**config.mk**
```make
export PLATFORM = sky130hd
export DESIGN_NAME = e3_rx_payload_out
export DESIGN_NICKNAME = d
export VERILOG_FILES = /design/src/rtl/e3_rx_payload_out.sv
export SDC_FILE = /design/constraint.sdc
export NUM_CORES = 1
export LEC_CHECK = 0
export BUFFER_PORTS_ARGS = -buffer_cell sky130_fd_sc_hd__buf_4
export CAP_MARGIN = 20
export CORE_AREA = 5 5 51 86
export CTS_BUF_LIST = sky130_fd_sc_hd__clkbuf_2 sky130_fd_sc_hd__clkbuf_4 sky130_fd_sc_hd__clkbuf_8
export CTS_CLUSTER_DIAMETER = 60
export CTS_CLUSTER_SIZE = 25
export DETAILED_ROUTE_END_ITERATION = 7
export DIE_AREA = 0 0 56 91
export PLACE_DENSITY = 0.71
export SLEW_MARGIN = 20
export SYNTH_ARGS = -nofsm -noshare
export SYNTH_HDL_FRONTEND = slang
export SYNTH_SLANG_ARGS = --single-unit
```
**constraint.sdc**
```tcl
create_clock -name clk -period 6.7 [get_ports clk]
set_clock_uncertainty 0.2 [all_clocks]
set_input_delay 0.335 -clock clk [delete_from_list [all_inputs] [get_ports clk]]
set_output_delay 0.335 -clock clk [all_outputs]
set_load 0.02 [all_outputs]
```
**src/rtl/e3_rx_payload_out.sv**
```systemverilog
module e3_rx_payload_out #(
  parameter int FRAME_BITS = 4296,
  parameter int OH_COUNT   = 7,
  parameter int BYTE_W     = 10,
  parameter logic [OH_COUNT*BYTE_W-1:0] OH_TABLE = {
    10'd360, 10'd300, 10'd240, 10'd180, 10'd120, 10'd60, 10'd0}
) (
  input  logic       clk,
  input  logic       rst_n,
  input  logic       nib_mode,
  input  logic       line_bit,
  input  logic       frame_mark,
  output logic       out_clk,
  output logic       ser_data,
  output logic       oh_flag,
  output logic       sof,
  output logic [3:0] nib_data
);
  localparam int CW = $clog2(FRAME_BITS);

  logic [CW-1:0] cnt_q, pos;
  logic          synced_q, live, at_end, resync, oh_now;
  logic [2:0]    sr_q;
  logic          nclk_q, vld_q, seen_q;
  logic          ser_q, oh_q, sof_q;
  logic [3:0]    nib_q;

  assign at_end = (cnt_q == CW'(FRAME_BITS - 1));
  assign live   = frame_mark | synced_q;
  assign resync = frame_mark & synced_q & ~at_end;
  assign pos    = (frame_mark | at_end) ? '0 : cnt_q + 1'b1;

  always_comb begin
    oh_now = 1'b0;
    for (int i = 0; i < OH_COUNT; i++)
      if (OH_TABLE[i*BYTE_W +: BYTE_W] == BYTE_W'(pos[CW-1:3])) oh_now = 1'b1;
  end

  always_ff @(posedge clk) begin
    if (!rst_n) begin
      cnt_q    <= '0;
      synced_q <= 1'b0;
      sr_q     <= '0;
      nclk_q   <= 1'b0;
      vld_q    <= 1'b0;
      seen_q   <= 1'b0;
      ser_q    <= 1'b0;
      oh_q     <= 1'b0;
      sof_q    <= 1'b0;
      nib_q    <= '0;
    end else if (live) begin
      cnt_q    <= pos;
      synced_q <= 1'b1;
      sr_q     <= {sr_q[1:0], line_bit};
      if (!nib_mode) begin
        ser_q <= line_bit;
        oh_q  <= oh_now;
        sof_q <= (pos == '0);
      end else begin
        if (pos == '0) seen_q <= 1'b0;
        if (resync) vld_q <= 1'b0;
        if (pos[1:0] == 2'd3) begin
          nclk_q <= 1'b0;
          if (!oh_now) begin
            nib_q  <= {sr_q, line_bit};
            vld_q  <= 1'b1;
            sof_q  <= ~seen_q;
            seen_q <= 1'b1;
          end else begin
            vld_q <= 1'b0;
            sof_q <= 1'b0;
          end
        end else begin
          nclk_q <= (pos[1:0] == 2'd1 || pos[1:0] == 2'd2) && vld_q;
        end
      end
    end
  end

  assign out_clk  = rst_n & (nib_mode ? nclk_q : clk);
  assign ser_data = ser_q;
  assign oh_flag  = oh_q;
  assign sof      = sof_q;
  assign nib_data = nib_q;
endmodule


```
==> results.cfg <==
[synthesis]
syn_inst = 241
ys_async_sr_fraction_pct = 0
ys_seq_area_share_pct = 28.6
yosys.area.top_type = dfxtp_1
yosysWarningCount = 0
synth_ff_type = dfxtp_1
synth-edff-count = 0
synth.cell_area_um2 = 1890
yosys-top-cells-area = dfxtp_1 (29%), nand2_1 (6.5%), a21oi_1 (4.5%)
synth_nets = 249
ys_ff_latch = 27
syn_area_per_cell_um2 = 7.85
synth_top_area_share_pct = 28.6
yosys.cell_types.count = 57

[place]
gp_congestion = 0.919
hpwlAfterDp_mm = 3.58
port_buffers = 12

[die]
coreArea_um2 = 3590
die_y_um = 91
rows = 29
die-area_um2 = 5100
die_w_um = 56
io_pins = 13
initial_utilization_pct = 52.7

[route]
via_per_inst = 6.21
first_pass_iters = 4
drc = 0
vias = 1775
wl_per_cell_um = 16.9
antenna_left = 0
routed_wl_mm = 4.84
drtIter0Drc = 61

[worst_setup_path]
required_ps = 6160
arrival_ps = 3920
worstSetupStartpointType = clock port
cp-end-kind = primary output
critical_path_class = clock port to primary output
timing.critical_path.fanout_max = 2

[sta]
slew_headroom_pct = 39.2
worstMarginPinSlew_ps = 908
whs_ps = 10.7
setup_violations = 0
slew_violations = 0
fin_tns_setup_ps = 0
hold_viol = 0
rsz0062_at_grt = false

[global_route]
grt_remaining_overflow = 0
grt_use_total_pct = 20.0
grt_start_max_net_pins = 32
grt_first_pass_wirelength_mm = 8.25
use_met3_pct = 2.70
met2_usage_pct = 38.1
grt_pass1_vias = 1798
antenna_found_initial = 0
met1_usage_pct = 19.8
globalRoute.busiestLayer = met2

[power]
ir_drop_uv = 133
leakagePower_nw = 0.695
p_per_area_nw_per_um2 = 173

[final_layout]
multi_input_area_um2 = 1200
final_layout_size_suffix_gt1_share_pct = 12.9
nets = 249
area.sequential_um2 = 541
area_growth_pct = 6.15
diodes = 0
num-fill-cells = 352

[clock_tree]
cts_setup_buffers = 0
ctsHoldBuffers = 0
clkTransAtPathRegs_ps = 100
clk_latency_ps = 390
cts_resized = 0
cts_tree = built

[min_path]
hp-class = input port to register

[run]
maxCapViolCount = 0

[status]
outcome = completed
-- final cells by class --
type / instances / area share, %
multi-input combinational: 187 / 59.9
sequential: 27 / 26.9
clock buffer: 7 / 4.49
timing repair buffer: 11 / 4.11
tap: 46 / 2.87
inverter: 7 / 1.31
clock inverter: 1 / 0.374
-- worst paths after layout --
check | from | endpoint | slack (ps) | cells after the start
hold reg to reg | sr_q[2] | sr_q[2] | 270 | 2
hold / removal | line_bit | nib_data[0] | 10 | 3
setup reg to reg | cnt_q[0] | seen_q | 3500 | 8
setup / recovery | clk | out_clk | 2250 | 5
-- cells by family (layout without fill, tap and decap cells) --
group	after synthesis	in the layout	share of synthesized area, %
AO/OA/AOI/OAI	61	61	22.1
multiplexers	7	7	3.77
buffers and inverters	27	26	7.80
AND/OR/NAND/NOR	108	108	32.1
XOR/XNOR	8	8	3.70
adder cells (fa/ha/maj)	3	3	1.98
flip-flops	27	27	28.6
-- synthesized netlist by cell type (all sizes together) (4+ instances only) --
master / count
nand2: 33
a21boi: 9
nand2b: 9
nor3: 7
nor4: 6
a31oi: 4
a21oi: 17
o21ai: 12
mux2i: 6
xnor2: 4
dfxtp: 27
xor2: 4
nor2: 7
nand3: 9
inv: 7
nor2b: 8
buf: 10
clkbuf: 9
and2: 9
-- flip-flops by register name (all words and copies together), names as in the netlist --
signal,count
cnt_q,13
nib_data,4
sr_q,3
nclk_q,1
oh_flag,1
seen_q,1
ser_data,1
sof,1
synced_q,1
vld_q,1
-- critical path: stages --
cell and delay (ps):
clkbuf_8 110, clkbuf_8 120, mux2i_1 130, nor2b_1 60, buf_4 150
-- through the flow --
| stage | total power, W | cell area (um2) | cells | util [%] | setup slack, ps |
|---|---|---|---|---|---|
| 2_1_floorplan | 0.000196 | 1890 | 241 | - | 2600 |
| 3_3_place_gp | 0.000207 | 1920 | 279 | 53.4 | 2510 |
| 3_5_place_dp | 0.000207 | 1920 | 279 | 53.4 | 2510 |
| 4_1_cts | 0.000353 | 2010 | 286 | 55.9 | 2230 |
| 5_1_grt | 0.000363 | 2010 | 286 | 55.9 | 2220 |
| 6_report | 0.000348 | 2010 | 286 | 55.9 | 2250 |
-- layout by cell type (no fill, tap or decap), types with 3 or more instances in the layout --
cell	instances
ha_1	3
nor4_1	6
nand3_1	9
or4_1	3
clkbuf_8	6
nand2b_1	9
a31oi_1	4
nor2_1	7
mux2i_1	6
xnor2_1	4
nor2b_1	7
nand2_1	33
dfxtp_1	27
inv_1	7
a21boi_0	9
nand4_1	3
and2_1	8
nor3_1	6
buf_4	12
a21oi_1	17
o21ai_0	12
xor2_1	4
-- routing by layer --
layer / up-vias / wire length [um]
met5: - / 0
met4: 0 / 195
met3: 18 / 168
met2: 52 / 2690
met1: 846 / 1790
li1: 859 / -
-- report_power, final --
part,total [W],internal [W],switching [W]
sequential,0.000166,0.000163,0.00000287
clock,0.000153,0.0000842,0.0000686
combinational,0.0000294,0.0000107,0.0000187
total,0.000348,0.000258,0.0000902
No activity file was read; power rests on OpenSTA's default activity.
